`src/rtl/prbs_word_gen.sv`:
```
module prbs_word_gen #(
  parameter int WORD_W = 24,
  parameter int POLY_LEN = 23,
  parameter int POLY_TAP = 18,
  parameter logic [POLY_LEN-1:0] SEED = '1
) (
  input  logic              clk,
  input  logic              rst_n,
  input  logic              advance,
  output logic [WORD_W-1:0] tx_word
);

  logic [POLY_LEN-1:0] state;
  logic [POLY_LEN-1:0] st_nx;
  logic [WORD_W-1:0]   w_nx;

  always_comb begin
    logic fb;
    st_nx = state;
    w_nx  = '0;
    for (int i = WORD_W - 1; i >= 0; i--) begin
      fb      = st_nx[POLY_LEN-1] ^ st_nx[POLY_TAP-1];
      w_nx[i] = fb;
      st_nx   = {st_nx[POLY_LEN-2:0], fb};
    end
  end

  always_ff @(posedge clk) begin
    if (!rst_n) begin
      state   <= SEED;
      tx_word <= '0;
    end else if (advance) begin
      state   <= st_nx;
      tx_word <= w_nx;
    end
  end

endmodule

```
`config.mk`:
```
export PLATFORM = sky130hd
export DESIGN_NAME = prbs_word_gen
export DESIGN_NICKNAME = d
export VERILOG_FILES = /design/src/rtl/prbs_word_gen.sv
export SDC_FILE = /design/constraint.sdc
export NUM_CORES = 1
export LEC_CHECK = 0
export BUFFER_PORTS_ARGS = -buffer_cell sky130_fd_sc_hd__buf_2
export CORE_MARGIN = 8
export CORE_UTILIZATION = 55
export CTS_BUF_LIST = sky130_fd_sc_hd__clkbuf_16
export CTS_CLUSTER_SIZE = 40
export DETAILED_ROUTE_END_ITERATION = 8
export GPL_TIMING_DRIVEN = 0
export PLACE_DENSITY = 0.78
export SLEW_MARGIN = 20
export SYNTH_ARGS = -nofsm -noshare
export SYNTH_HDL_FRONTEND = slang
export SYNTH_SLANG_ARGS = --single-unit
```
`constraint.sdc`:
```
create_clock -name clk -period 3.25 [get_ports clk]
set_input_delay 0.65 -clock clk [delete_from_list [all_inputs] [get_ports clk]]
set_output_delay 0.65 -clock clk [all_outputs]
set_load 0.005 [all_outputs]
```
==> results of run 1 <==
path summary, 6_finish.rpt:
path                            startpoint         end  slack, ns
worst min register to register  tx_word[2]  tx_word[2]       0.47
worst min-delay path            tx_word[2]  tx_word[2]       0.47
worst max register to register   state[15]  tx_word[3]       2.00
worst max-delay path               advance   state[11]       1.86
Yosys cell counts:
cell and count:
dfxtp_1 47, nor2_1 36, o21ai_0 34, xnor2_1 19, and2_1 18, nand2b_1 13
clkbuf_1 6, nand2_1 6, nand3_1 5, a21boi_1 3, buf_2 3, mux2_2 3
a21boi_2 2, buf_6 2, mux2_4 2, o21ai_1 2, or2b_1 2, buf_4 1
clkbuf_2 1, o211a_1 1
cell families after synthesis:
family | after synthesis | synth area share (%)
compound gates | 42 | 12.57
xor+xnor | 19 | 8.896
buf+inv | 13 | 3.879
flops | 47 | 50.30
mux | 5 | 3.411
simple gates | 80 | 20.94
sequential cells by signal, summed over array words and instances (netlist names):
name and cells:
state 23, tx_word 24
worst min-delay path, stage by stage (launching register included):
cell      delay (ns)
dfxtp_1         0.31
nand2b_1        0.06
a21boi_1        0.05
power groups by stage:
stage          sequential [µW]  combinational (µW)  clock (µW)
5_1_grt                    693                 240         506
3_5_place_dp               697                 214           0
2_1_floorplan              691                 149           0
4_1_cts                    685                 216         483
6_report                   685                 213         472
3_3_place_gp               694                 209           0
metrics by stage:
step           power, µW  instance area, µm²
2_1_floorplan      839.7                1871
3_3_place_gp       902.8                2053
3_5_place_dp       911.0                2053
4_1_cts             1384                2190
5_1_grt             1439                2190
6_report            1370                2190
per-layer routing:
layer  global-route usage (%)  wire length [µm]
met1                    19.19              1848
met2                    25.68              1836
met3                    5.526               197
met4                    6.087                55
met5                        0                 0
cell type report:
cell class | instances | area, µm² | area share (%)
flip-flops and latches | 47 | 940.9 | 42.97
multi-input cells | 146 | 857.1 | 39.14
clock buffers | 5 | 125.1 | 5.714
repair buffers | 25 | 125.1 | 5.714
plain buffers | 13 | 72.57 | 3.314
well taps | 46 | 57.56 | 2.629
clock inverters | 3 | 11.26 | 0.5143
==> results.json, run 1 <==
{
  "insertion_delay_ns": 0.28,
  "final_hold_viol_count": 0,
  "root_buffer": "clkbuf_16",
  "worstPathRequired_ns": 3.40,
  "groute.usage.overall_pct": 16.00,
  "cap_viol_max_count": 0,
  "whs_path_depth": 2,
  "vias": 1410,
  "ioPinCount": 27,
  "grt_antenna_before_repair": 0,
  "yosys_warnings": 0,
  "power_frac_comb_pct": 15.5,
  "cts.hold.buffers_added": 0,
  "fillers": 294,
  "final_cell_mix": "dfxtp_1 (47), nor2_1 (36), o21ai_0 (34)",
  "synth_largest_area_cell": "dfxtp_1",
  "grt_setup_unrepaired": "false",
  "p_per_area_nw_per_um2": 625.8,
  "cts_tree": "built",
  "port_buffers": 25,
  "worstPathArrival_ns": 1.54,
  "path_max_fanout": 10,
  "crit_family": "buffers and inverters",
  "nNetsFinal": 241,
  "drt-total-wl_um": 3938,
  "crit_path_top_delay_cell": "clkbuf_1",
  "synth_seq_cells": 47,
  "drc": 0,
  "dieArea_um2": 5523,
  "cts-buffers-inserted": 5,
  "synth_top_area_share_pct": 50.30,
  "ant_nets": 0,
  "slew_headroom_pct": 71.91,
  "grt_max_degree": 14,
  "worstRegToRegCells": 3,
  "start_kind": "primary input",
  "stdcell_count": 285,
  "drive_above_1_share_pct": 18.41,
  "cts_resized": 0,
  "path_clk_slew_ns": 0.06,
  "hp-class": "register to register",
  "synth_cell_types": 20,
  "start_util_pct": 56.50,
  "rows": 21,
  "critPathKind": "primary input to register",
  "grt_first_pass_wirelength_um": 6644,
  "synthTopCellsByArea": "dfxtp_1 (50%), o21ai_0 (9.1%), xnor2_1 (8.9%)",
  "clockPowerShare_pct": 34.5,
  "area_growth_pct": 17.06,
  "postCtsSetupBuffers": 0,
  "htreeDepth": 2,
  "gp_congestion": 0.8358,
  "vdd_drop_max_uv": 399.8,
  "p_seq_share_pct": 50.0,
  "die_w_um": 74.32,
  "cts.sinks": 47,
  "worst-path-stages": 5,
  "seq_area_frac_synth_pct": 50.30,
  "synth_fp_nets": 209,
  "whs_ns": 0.4652,
  "first_pass_iters": 4,
  "die_y_um": 74.32,
  "p_sw_uw": 343.5,
  "overflow": 0,
  "utilization_pct": 66.14,
  "clockBufferDepth": 2,
  "wl_per_cell_um": 13.82,
  "max_freq_mhz": 721.2,
  "leakage_uw": 0.0009460,
  "first_global_vias": 1452,
  "syn_area_um2": 1871,
  "cp-end-kind": "register",
  "worst_slack_ns": 1.863,
  "setup_viol": 0,
  "status": "complete, no violations",
  "synthCells": 206,
  "dp.cells": 277,
  "maxSlewViolCount": 0,
  "dp_hpwl_um": 2843,
  "final_common_cell": "dfxtp_1",
  "drt_iter0_markers": 90,
  "power.internal_uw": 1027,
  "fin_crit_sh_pct": 42.66,
  "tightest_slew_ns": 0.4214,
  "fin_setup_tns_ns": 0,
  "max_stage_delay_ns": 0.32,
  "final.min_clock_period_ns": 1.387,
  "pre_cts_slack_ns": 1.589,
  "path_cells": "buf_2, buf_6, clkbuf_1, and2_1, o21ai_0",
  "avgViaCountPerCell": 4.947,
  "swShare_pct": 25.07,
  "core_area_um2": 3311,
  "diodes": 0,
  "finClkSkew_ns": 0.003991,
  "critPathBufInv": 3,
  "syn_avg_cell_area_um2": 9.080
}
(Power assumes the default switching activity.)
==> inputs of run 2 (changes only) <==
Settings changed: CORE_UTILIZATION 55 to 50, PLACE_DENSITY 0.78 to 0.75.
Clock period 3.25 ns to 1.2 ns, I/O delays scaled along.
==> results.json, run 2 (synthesis results as in run 1) <==
{
  "status": "complete, no violations",
  "final_common_cell": "dfxtp_1",
  "grt_setup_unrepaired": "false",
  "nNetsFinal": 241,
  "insertion_delay_ns": 0.28,
  "fin_setup_tns_ns": 0,
  "die_y_um": 77.17,
  "cts_resized": 0,
  "critPathKind": "register to register",
  "dp_hpwl_um": 2887,
  "critPathBufInv": 0,
  "drt-total-wl_um": 4021,
  "crit_family": "flip-flops",
  "largest_reg_flops": 24,
  "start_util_pct": 51.48,
  "diodes": 0,
  "dieArea_um2": 5954,
  "cap_viol_max_count": 0,
  "stdcell_count": 286,
  "path_cells": "xnor2_2, mux2_2, a21boi_1",
  "first_pass_iters": 4,
  "cts.hold.buffers_added": 0,
  "top_regs": "tx_word: 24 flops, state: 23 flops",
  "gp_congestion": 0.8322,
  "cp-end-kind": "register",
  "fin_crit_sh_pct": 94.80,
  "vias": 1426,
  "groute.usage.overall_pct": 14.45,
  "htreeDepth": 2,
  "rows": 22,
  "final.min_clock_period_ns": 1.138,
  "maxSlewViolCount": 0,
  "clockBufferDepth": 2,
  "path_max_fanout": 3,
  "worstPathArrival_ns": 1.36,
  "final_cell_mix": "dfxtp_1 (46), nor2_1 (36), o21ai_0 (34)",
  "leakage_uw": 0.0009794,
  "grt_antenna_before_repair": 0,
  "p_per_area_nw_per_um2": 1760,
  "multi_input_area_um2": 887.1,
  "ioPinCount": 27,
  "vdd_drop_max_uv": 867.6,
  "grt_max_degree": 14,
  "max_freq_mhz": 879.1,
  "postCtsSetupBuffers": 0,
  "drt_iter0_markers": 55,
  "first_global_vias": 1467,
  "fillers": 337,
  "drc": 0,
  "finClkSkew_ns": 0.006252,
  "crit_path_top_delay_cell": "dfxtp_1",
  "pre_cts_slack_ns": -0.08601,
  "max_stage_delay_ns": 0.43,
  "worst_slack_ns": 0.06245,
  "final_hold_viol_count": 0,
  "worstPathRequired_ns": 1.42,
  "core_area_um2": 3633,
  "hp-class": "primary input to register",
  "avgViaCountPerCell": 4.986,
  "tightest_slew_ns": 0.3786,
  "grt_first_pass_wirelength_um": 6982,
  "die_w_um": 77.17,
  "cts_tree": "built",
  "area_growth_pct": 20.07,
  "drive_above_1_share_pct": 21.01,
  "ant_nets": 0,
  "cts-buffers-inserted": 5,
  "seqCellArea_um2": 942.2,
  "overflow": 0,
  "setup_viol": 0,
  "slew_headroom_pct": 74.76,
  "root_buffer": "clkbuf_16",
  "cts.sinks": 47,
  "dp.cells": 279,
  "top_register": "tx_word",
  "port_buffers": 25,
  "path_clk_slew_ns": 0.06,
  "wl_per_cell_um": 14.06,
  "start_kind": "register"
}
[run 2: cell types whose count changed in the layout (fill, tap and decap cells not counted)]
cell / before / now
dfxtp_2: 0 / 1
xnor2_2: 0 / 4
xnor2_1: 19 / 15
dfxtp_1: 47 / 46
clkinv_1: 2 / 0
bufinv_16: 0 / 1
[run 2: layer usage]
| layer | global-route usage, % | vias up | routed length, µm | part of all wire [%] |
|---|---|---|---|---|
| li1 | - | 728 | - | - |
| met1 | 16.66 | 663 | 1825 | 45 |
| met5 | 0 | - | 0 | 0 |
| met3 | 5.012 | 6 | 221 | 5.5 |
| met4 | 6.226 | 0 | 71 | 1.8 |
| met2 | 23.59 | 29 | 1903 | 47 |
[run 2: through the flow]
stage	instance area [µm²]	utilization, %	hold slack (ns)	total power [µW]
after floorplan	1871	-	0.4645	2274
after global placement	2056	56.58	0.4588	2451
after global routing	2246	61.81	0.3282	4136
after detailed placement	2056	56.58	0.4605	2468
final	2246	61.81	0.2927	3952
after CTS	2215	60.95	0.2956	3972
[run 2: power by group]
group	leakage [µW]	switching (µW)	internal [µW]
logic	0.000508	272	323
registers	0.000390	138	1730
clock network	0.0000811	531	962
total	0.000979	941	3010
[run 2: tightest hold or removal path, cell delays in order]
cell and delay [ns]:
clkbuf_2 0.15, o21ai_0 0.10, nor2_1 0.04
[run 2: worst paths after layout]
path | startpoint | endpoint | slack (ns) | cells after the start
setup / recovery | state[13] | tx_word[1] | 0.06 | 3
hold / removal | rst_n | tx_word[0] | 0.29 | 3
setup reg to reg | state[13] | tx_word[1] | 0.06 | 3
hold reg to reg | tx_word[3] | tx_word[3] | 0.47 | 2
[run 2: layout make-up]
| cell class | instances | area share [%] |
|---|---|---|
| sequential | 47 | 41.95 |
| tap | 48 | 2.674 |
| buffer | 13 | 3.231 |
| multi-input combinational | 146 | 39.50 |
| clock buffer | 5 | 5.571 |
| timing repair buffer | 25 | 5.571 |
| clock inverter | 2 | 1.504 |
